[config.mk]
export PLATFORM = sky130hd
export DESIGN_NAME = twb_addr_decoder
export DESIGN_NICKNAME = d
export VERILOG_FILES = /design/src/rtl/twb_addr_pkg.sv /design/src/rtl/twb_first_byte_cls.sv /design/src/rtl/twb_tenbit_hold.sv /design/src/rtl/twb_addr_decoder.sv
export SDC_FILE = /design/constraint.sdc
export NUM_CORES = 1
export LEC_CHECK = 0
export ABC_AREA = 1
export BUFFER_PORTS_ARGS = -buffer_cell sky130_fd_sc_hd__buf_2
export CAP_MARGIN = 20
export CORE_MARGIN = 2
export CORE_UTILIZATION = 40
export CTS_CLUSTER_SIZE = 24
export DETAILED_ROUTE_END_ITERATION = 6
export PLACE_DENSITY = 0.7
export SYNTH_ARGS = -nofsm -noshare
export SYNTH_HDL_FRONTEND = slang
export SYNTH_SLANG_ARGS = --single-unit
[constraint.sdc]
create_clock -name clk -period 1.4 [get_ports clk]
set_clock_uncertainty 0.05 [all_clocks]
set_input_delay 0.21 -clock clk [delete_from_list [all_inputs] [get_ports clk]]
set_output_delay 0.21 -clock clk [all_outputs]
set_load 0.02 [all_outputs]
[src/rtl/twb_addr_pkg.sv]
package twb_addr_pkg;

    localparam int unsigned BYTE_W  = 8;
    localparam int unsigned A7_W    = 7;
    localparam int unsigned A10_W   = 10;
    localparam int unsigned A10HI_W = A10_W - BYTE_W;

    // Fixed code patterns on the bus
    localparam logic [BYTE_W-1:0] GCALL_CODE  = 8'h00;
    localparam logic [BYTE_W-1:0] STARTB_CODE = 8'h01;
    localparam logic [4:0]        HDR10_TAG   = 5'b11110;
    localparam logic [4:0]        FUTURE_TAG  = 5'b11111;
    localparam logic [3:0]        LOWRES_TAG  = 4'b0000;

    typedef enum logic [2:0] {
        ST_IDLE,
        ST_ADDR1,
        ST_ADDR2,
        ST_SELECTED,
        ST_IGNORE
    } rx_state_e;

    typedef enum logic [1:0] {
        MT_NONE  = 2'b00,
        MT_OWN7  = 2'b01,
        MT_OWN10 = 2'b10,
        MT_GCALL = 2'b11
    } match_e;

    typedef enum logic [2:0] {
        CLS_GCALL,
        CLS_STARTB,
        CLS_RSVD,
        CLS_HDR10,
        CLS_OWN7,
        CLS_OTHER
    } byte_cls_e;

endpackage

[src/rtl/twb_first_byte_cls.sv]
module twb_first_byte_cls
    import twb_addr_pkg::*;
(
    input  logic [BYTE_W-1:0]  byte_i,
    input  logic [A7_W-1:0]    own7_i,
    input  logic [A10HI_W-1:0] own10_hi_i,
    output byte_cls_e          cls_o,
    output logic               hi_ok_o
);

    logic is_low_rsvd;
    logic is_future;
    logic is_hdr10;

    assign is_low_rsvd = (byte_i[BYTE_W-1 -: 4] == LOWRES_TAG);
    assign is_future   = (byte_i[BYTE_W-1 -: 5] == FUTURE_TAG);
    assign is_hdr10    = (byte_i[BYTE_W-1 -: 5] == HDR10_TAG);
    assign hi_ok_o     = (byte_i[A10HI_W:1] == own10_hi_i);

    // Reserved codes take priority over the own 7-bit address
    always_comb begin
        if (byte_i == GCALL_CODE) begin
            cls_o = CLS_GCALL;
        end else if (byte_i == STARTB_CODE) begin
            cls_o = CLS_STARTB;
        end else if (is_low_rsvd || is_future) begin
            cls_o = CLS_RSVD;
        end else if (is_hdr10) begin
            cls_o = CLS_HDR10;
        end else if (byte_i[BYTE_W-1:1] == own7_i) begin
            cls_o = CLS_OWN7;
        end else begin
            cls_o = CLS_OTHER;
        end
    end

endmodule

[src/rtl/twb_tenbit_hold.sv]
module twb_tenbit_hold (
    input  logic clk,
    input  logic rst_n,
    input  logic set_i,
    input  logic clr_i,
    output logic hold_o
);

    always_ff @(posedge clk or negedge rst_n) begin
        if (!rst_n) begin
            hold_o <= 1'b0;
        end else if (clr_i) begin
            hold_o <= 1'b0;
        end else if (set_i) begin
            hold_o <= 1'b1;
        end
    end

endmodule

[src/rtl/twb_addr_decoder.sv]
module twb_addr_decoder
    import twb_addr_pkg::*;
(
    input  logic              clk,
    input  logic              rst_n,
    input  logic              start_evt,
    input  logic              stop_evt,
    input  logic              byte_vld,
    input  logic [7:0]        byte_data,
    input  logic [6:0]        own_addr7,
    input  logic [9:0]        own_addr10,
    input  logic              en_10bit,
    input  logic              en_gcall,
    output logic              ack_vld,
    output logic              ack_bit,
    output logic [1:0]        match_type,
    output logic              rw_dir
);

    rx_state_e state_q, state_d;
    match_e    mt_q, mt_d;
    logic      rw_d;
    logic      ackv_d, ack_d;
    logic      hold_set, hold_clr, hold_q;
    byte_cls_e cls;
    logic      hi_ok;
    logic      low_ok;
    logic      hdr_ok;
    logic      read_rehit;

    twb_first_byte_cls u_cls (
        .byte_i     (byte_data),
        .own7_i     (own_addr7),
        .own10_hi_i (own_addr10[A10_W-1:BYTE_W]),
        .cls_o      (cls),
        .hi_ok_o    (hi_ok)
    );

    twb_tenbit_hold u_hold (
        .clk    (clk),
        .rst_n  (rst_n),
        .set_i  (hold_set),
        .clr_i  (hold_clr),
        .hold_o (hold_q)
    );

    assign low_ok     = (byte_data == own_addr10[BYTE_W-1:0]);
    assign hdr_ok     = (cls == CLS_HDR10) && hi_ok && en_10bit;
    assign read_rehit = hdr_ok && byte_data[0] && hold_q;

    // Next-state and next-output decode
    always_comb begin
        state_d  = state_q;
        mt_d     = mt_q;
        rw_d     = rw_dir;
        ackv_d   = 1'b0;
        ack_d    = 1'b0;
        hold_set = 1'b0;
        hold_clr = 1'b0;
        if (stop_evt) begin
            state_d  = ST_IDLE;
            mt_d     = MT_NONE;
            rw_d     = 1'b0;
            hold_clr = 1'b1;
        end else if (start_evt) begin
            state_d = ST_ADDR1;
            mt_d    = MT_NONE;
            rw_d    = 1'b0;
        end else if (byte_vld) begin
            unique case (state_q)
                ST_ADDR1: begin
                    ackv_d   = 1'b1;
                    state_d  = ST_IGNORE;
                    hold_clr = !read_rehit;
                    unique case (cls)
                        CLS_GCALL: begin
                            if (en_gcall) begin
                                ack_d   = 1'b1;
                                mt_d    = MT_GCALL;
                                rw_d    = 1'b0;
                                state_d = ST_SELECTED;
                            end
                        end
                        CLS_HDR10: begin
                            if (read_rehit) begin
                                ack_d   = 1'b1;
                                mt_d    = MT_OWN10;
                                rw_d    = 1'b1;
                                state_d = ST_SELECTED;
                            end else if (hdr_ok && !byte_data[0]) begin
                                ack_d   = 1'b1;
                                state_d = ST_ADDR2;
                            end
                        end
                        CLS_OWN7: begin
                            ack_d   = 1'b1;
                            mt_d    = MT_OWN7;
                            rw_d    = byte_data[0];
                            state_d = ST_SELECTED;
                        end
                        CLS_STARTB, CLS_RSVD, CLS_OTHER: begin
                            ack_d = 1'b0;
                        end
                        default: begin
                            ack_d = 1'b0;
                        end
                    endcase
                end
                ST_ADDR2: begin
                    ackv_d  = 1'b1;
                    state_d = ST_IGNORE;
                    if (low_ok) begin
                        ack_d    = 1'b1;
                        mt_d     = MT_OWN10;
                        rw_d     = 1'b0;
                        hold_set = 1'b1;
                        state_d  = ST_SELECTED;
                    end
                end
                ST_IDLE, ST_SELECTED, ST_IGNORE: begin
                    state_d = state_q;
                end
                default: begin
                    state_d = ST_IDLE;
                end
            endcase
        end
    end

    // State register
    always_ff @(posedge clk or negedge rst_n) begin
        if (!rst_n) begin
            state_q <= ST_IDLE;
        end else begin
            state_q <= state_d;
        end
    end

    // Output registers
    always_ff @(posedge clk or negedge rst_n) begin
        if (!rst_n) begin
            mt_q    <= MT_NONE;
            rw_dir  <= 1'b0;
            ack_vld <= 1'b0;
            ack_bit <= 1'b0;
        end else begin
            mt_q    <= mt_d;
            rw_dir  <= rw_d;
            ack_vld <= ackv_d;
            ack_bit <= ack_d;
        end
    end

    assign match_type = mt_q;

endmodule

==> results_dict.tcl, run 1 <==
set metrics [dict create \
    setup_viol 0 \
    seq_area_frac_synth_pct 22.9 \
    antenna_found_initial 0 \
    routed_wl_mm 2.54 \
    finalCritPeriodShare_pct 99.6 \
    core_region_area_sq_mm 0.00228 \
    initial_utilization_pct 43.2 \
    grt_max_degree 10 \
    clock-sinks 9 \
    cpMostUsedCell "nand2_1" \
    cpMaxStageDelayCell "dfrtp_1" \
    die_w_um 53.6 \
    syn-cell-area_sq_um 983 \
    die_y_um 53.6 \
    final_cell_area_sq_mm 0.00138 \
    drive_gt1_share_pct 36.2 \
    cts_tree "yes" \
    ys_warn_count 0 \
    dpl_cell_area_sq_mm 0.00130 \
    ys_async_sr_fraction_pct 100 \
    hold_violations 0 \
    final_cells 257 \
    cts_root_buffer "clkbuf_4" \
    avgSynthCellArea_sq_um 5.68 \
    vias_per_cell 4.65 \
    critical_path.max_fanout 4 \
    cts_htree_levels 1 \
    n_antenna_cell 0 \
    max_cap_viol_count 0 \
    final_antenna_net_count 0 \
    drt_iter0_markers 16 \
    grt-ovfl-total 0 \
    fin_crit_ps 1390 \
    clkLatencyLatePin_ps 260 \
    p_total_mw 0.738 \
    crit_path_start_kind "flop" \
    ys.flop_type "dfrtp_1" \
    leakage_nw 0.834 \
    portBuffers 36 \
    ys_top_cells_by_count "60 x nand2_1, 25 x inv_1, 21 x nor2_1" \
    arrival_ps 1490 \
    grt_busiest_layer "met2" \
    row_count 17 \
    hpwl_mm 2.15 \
    worstPathCellList "inv_2, nand2_4, nor2_4, inv_2, nand2_1, inv_1, nand2_1, nand2_2, nor2_4, nand2_2, nand2_1, nand2_1" \
    dp_cells 251 \
    synthMostInstantiatedCell "nand2_1" \
    first_global_vias 1096 \
    final_nets 262 \
    drc_errors 0 \
    slowest_delay_ps 380 \
    syn_nets 205 \
    final_max_slew_viol_count 0 \
    vias 1195 \
    fmax_ghz 0.717 \
    synth.largest_area_cell "dfrtp_1" \
    grtUsageMet1_pct 22.3 \
    fin_tns_setup_ps 0 \
    required_ps 1500 \
    crit_path_end_kind "flop" \
    cts_buffer_depth 2 \
    min_path_type "in -> reg" \
    met3_usage_pct 5.28 \
    wl_per_cell_um 9.88 \
    synth_edf_count 0 \
    synth_top_cell_area_share_pct 22.9 \
    pin_count 37 \
    synth.distinct_cells 23 \
    place.gp.congestion 0.908 \
    critPathKind "reg -> reg" \
    worst-path-buf-inv 3 \
    vdd_drop_max_v 0.000511 \
    holdWs_ps 188 \
    status "finished, final reports clean" \
    areaGrowthSynthToFinish_pct 40.7 \
    rsz0062_at_grt "true" \
    grtUsageTotal_pct 20.2 \
    clk_transition_reported_paths_ps 60 \
    synth.area.top_cells "dfrtp_1 23%, nand2_1 23%, inv_1 9.5%" \
    grt_pass1_wl_mm 4.24 \
    synthCells 173 \
    critPathTopFamily "simple AND/OR/NAND/NOR gates" \
    worstMarginPinSlew_ps 279 \
    first_pass_iters 4 \
    powerDensity_mw_per_mm2 534 \
    met2_usage_pct 38.7 \
    maxSlewHeadroom_pct 81.3 \
    synth.ff_latch_count 9 \
    die-area_sq_mm 0.00287 \
    cts_buffers 3 \
]
tightest hold or removal path, stage by stage:
cell     delay [ps]
buf_2           100
nor2_1           40
nand2_1          50
nand2_1          50
layout by cell type (no fill, tap or decap), types with 3 or more instances in the layout:
master / instances
or2_2: 3
inv_1: 22
nand4_1: 7
nand3_2: 3
buf_4: 15
buf_2: 36
nor2_1: 20
nand2_1: 59
nand3_1: 13
clkbuf_4: 3
dfrtp_1: 8
inv_2: 7
o21ai_0: 3
nand2_2: 5
what timing repair did:
item                                    in CTS  in global routing
pin swaps                                    0                  1
gates resized for setup                      6                  7
hold endpoints to repair                     9                  0
endpoints found under the setup margin       3                  8
setup buffers                                1                  0
hold buffers                                 1                  0
metrics by stage:
stage / utilization [%] / setup slack [ps]
after global placement: 57.3 / -124
after CTS: 60.1 / -11.2
after floorplan: - / 32.4
after global routing: 60.8 / -90.8
after detailed placement: 57.3 / -197
final: 60.8 / 5.18
area by class of cell:
| type | instances | area, sq um |
|---|---|---|
| Timing Repair Buffer | 52 | 303 |
| Clock buffer | 4 | 26.3 |
| Inverter | 29 | 109 |
| Sequential cell | 9 | 226 |
| Multi-Input combinational cell | 135 | 684 |
| Tap cell | 28 | 35.0 |
| Fill cell | 218 | 892 |
state kept, by name (all words and copies together) (netlist names):
name	cells
ack_bit	1
state_q	3
rw_dir	1
u_hold.hold_o	1
match_type	2
ack_vld	1
routing by layer:
| metal | part of all wire [%] | vias up |
|---|---|---|
| met2 | 53 | 24 |
| met3 | 3.0 | 0 |
| met4 | 0 | 0 |
| met1 | 44 | 515 |
| met5 | 0 | - |
| li1 | - | 656 |
final timing paths:
kind	start	to	cells after the start	slack, ps
max	state_q[2]$_DFFE_PN0P_	rw_dir$_DFFE_PN0P_	12	5
min reg2reg	match_type[1]$_DFFE_PN0P_	match_type[1]$_DFFE_PN0P_	2	420
max in group asynchronous	rst_n	state_q[0]$_DFFE_PN0P_	2	830
min	stop_evt	state_q[0]$_DFFE_PN0P_	4	190
max reg2reg	state_q[2]$_DFFE_PN0P_	rw_dir$_DFFE_PN0P_	12	5
min in group asynchronous	rst_n	ack_bit$_DFF_PN0_	2	280
power breakdown:
group / total, mW / internal [mW] / switching, mW
clock network: 0.196 / 0.110 / 0.0863
logic: 0.262 / 0.113 / 0.149
registers: 0.281 / 0.271 / 0.00941
total: 0.738 / 0.494 / 0.244
logic make-up (layout without fill, tap and decap cells):
kind of cell / count (synthesis) / in the layout / share of synthesized area, %
xor+xnor: 4 / 4 / 3.56
simple gates: 122 / 122 / 57.8
compound gates: 9 / 9 / 4.71
buf+inv: 29 / 85 / 11.1
flops: 9 / 9 / 22.9
Power figures use the tool's default switching activity.
==> inputs of run 2 (changes only) <==
--- a/config.mk
+++ b/config.mk
@@ -12,7 +12,7 @@
 export CORE_UTILIZATION = 40
 export CTS_CLUSTER_SIZE = 24
 export DETAILED_ROUTE_END_ITERATION = 6
-export PLACE_DENSITY = 0.7
+export PLACE_DENSITY = 0.67
 export SYNTH_ARGS = -nofsm -noshare
 export SYNTH_HDL_FRONTEND = slang
 export SYNTH_SLANG_ARGS = --single-unit
==> constraint.sdc (replaced) <==
create_clock -name clk -period 1.3 [get_ports clk]
set_clock_uncertainty 0.05 [all_clocks]
set_input_delay 0.195 -clock clk [delete_from_list [all_inputs] [get_ports clk]]
set_output_delay 0.195 -clock clk [all_outputs]
set_load 0.02 [all_outputs]
==> run 2 against run 1 <==
Net effect: the flow now finishes with violations (negative setup slack); wire length is 3.0% higher; global-route usage is 0.45 points higher; combinational power is 16% higher; clock power is 12% higher; clock-buffer cell count stayed put; sequential power is 7.1% higher; sequential share of layout area is 0.30 points lower; register-to-register slack worse by 90 ps; critical endpoint is now match_type[0]$_DFFE_PN0P_; highest routed layer is now met4.
==> results_dict.tcl, run 2 (synthesis results as in run 1) <==
set metrics [dict create \
    status "complete, but fails checks" \
    violations "negative setup slack" \
    final_max_slew_viol_count 0 \
    r2r-start "state_q[2]$_DFFE_PN0P_" \
    fmax_ghz 0.722 \
    hold_violations 0 \
    first_global_vias 1198 \
    n_antenna_cell 0 \
    cts_htree_levels 1 \
    maxSlewHeadroom_pct 81.9 \
    largest-register "state_q" \
    drive_gt1_share_pct 37.8 \
    drc_errors 0 \
    finalCritPeriodShare_pct 107 \
    initial_utilization_pct 43.2 \
    worstMarginPinSlew_ps 271 \
    fin_crit_ps 1380 \
    r2r_slack_ps -80 \
    core_region_area_sq_mm 0.00228 \
    hpwl_mm 2.21 \
    place.gp.congestion 0.921 \
    clock-sinks 9 \
    final_common_cell "nand2_1" \
    rsz0062_at_grt "true" \
    cp-endpoint "match_type[0]$_DFFE_PN0P_" \
    cts_root_buffer "clkbuf_4" \
    die_y_um 53.6 \
    grt_pass1_wl_mm 4.46 \
    die-area_sq_mm 0.00287 \
    grt_max_degree 10 \
    critical_path.max_fanout 4 \
    drt_iter0_markers 8 \
    row_count 17 \
    dpl_cell_area_sq_mm 0.00131 \
    antenna_found_initial 0 \
    vdd_drop_max_v 0.000444 \
    final_antenna_net_count 0 \
    clk_transition_reported_paths_ps 70 \
    min_path_type "in -> reg" \
    vias 1246 \
    nFillCells 229 \
    final_cell_mix "57 x nand2_1, 36 x buf_2, 23 x inv_1, 20 x nor2_1, 16 x buf_4" \
    leakage_nw 0.839 \
    max_cap_viol_count 0 \
    critPathKind "reg -> reg" \
    routed_wl_mm 2.61 \
    crit_path_end_kind "flop" \
    wl_per_cell_um 10.1 \
    pre_cts_slack_ps -310 \
    setup_ws_ps -84.6 \
    final_cell_area_sq_mm 0.00141 \
    areaGrowthSynthToFinish_pct 43.4 \
    die_w_um 53.6 \
    required_ps 1400 \
    first_pass_iters 4 \
    powerDensity_mw_per_mm2 586 \
    setup_viol 5 \
    portBuffers 36 \
    cts_buffer_depth 2 \
    grtUsageTotal_pct 20.6 \
    r2r_cells 12 \
    regToRegEndpoint "match_type[0]$_DFFE_PN0P_" \
    cts_tree "yes" \
    largest_reg_flops 3 \
    clkLatencyLatePin_ps 260 \
    pin_count 37 \
    crit_path_start_kind "flop" \
    cts_buffers 3 \
    grt-ovfl-total 0 \
    startpoint "state_q[2]$_DFFE_PN0P_" \
    final_nets 263 \
    vias_per_cell 4.83 \
    arrival_ps 1480 \
]
## run 2: cell types whose count changed in the layout (fill, tap and decap cells not counted), sizes merged
cell  change
buf       +1
## run 2: report_power, final
group          switching [mW]  internal, mW
Combinational           0.172         0.133
Clock                   0.102         0.118
Sequential            0.00917         0.292
## run 2: worst min-delay path by stage
stage	startpoint	to	slack, ps	cells after the start
2_1_floorplan	rst_n	ack_bit$_DFF_PN0_	-150	0
3_3_place_gp	rst_n	ack_vld$_DFF_PN0_	3	1
3_5_place_dp	rst_n	match_type[0]$_DFFE_PN0P_	9	1
4_1_cts	byte_vld	ack_vld$_DFF_PN0_	210	3
5_1_grt	byte_vld	ack_vld$_DFF_PN0_	220	3
6_report	byte_vld	ack_vld$_DFF_PN0_	220	3
## run 2: repair_timing
action,4_1_cts,5_1_grt
setup buffers,1,0
gates resized for setup,5,13
hold buffers,1,0
pin swaps,2,1
endpoints found under the hold margin,9,0
setup endpoints to repair,5,8
## run 2: per-layer routing
layer	wire length, um	track usage (%)
met2	1340	38.3
met4	18	5.56
met1	1170	23.8
met5	0	0
met3	80	4.17
## run 2: layout make-up
class / instances / area [sq um] / share of cell area, %
repair buffers: 53 / 310 / 22.0
flip-flops and latches: 9 / 226 / 16.1
clock buffers: 4 / 26.3 / 1.86
multi-input cells: 135 / 703 / 49.9
inverters: 29 / 109 / 7.72
well taps: 28 / 35.0 / 2.48
## run 2: critical path, stage by stage (launching register included)
cell and delay (ps):
dfrtp_1 380, inv_2 70, nand2_2 60, nor2_2 100
inv_1 60, nand2_1 70, inv_2 50, nand2_2 50
nand2_2 60, nor2_4 110, nand2_2 70, nand2_1 80
nand2_1 50
## run 2: per-stage QoR
| stage | hold slack [ps] | instances | utilization [%] | power [mW] | TNS [ps] |
|---|---|---|---|---|---|
| after floorplan | -151 | 173 | - | 0.451 | -70.9 |
| after global placement | 2.55 | 252 | 57.7 | 0.580 | -1470 |
| after detailed placement | 9.15 | 252 | 57.7 | 0.591 | -1780 |
| after CTS | 207 | 258 | 60.5 | 0.819 | -297 |
| after global routing | 222 | 258 | 62.0 | 0.890 | -1060 |
| final | 222 | 258 | 62.0 | 0.827 | -271 |
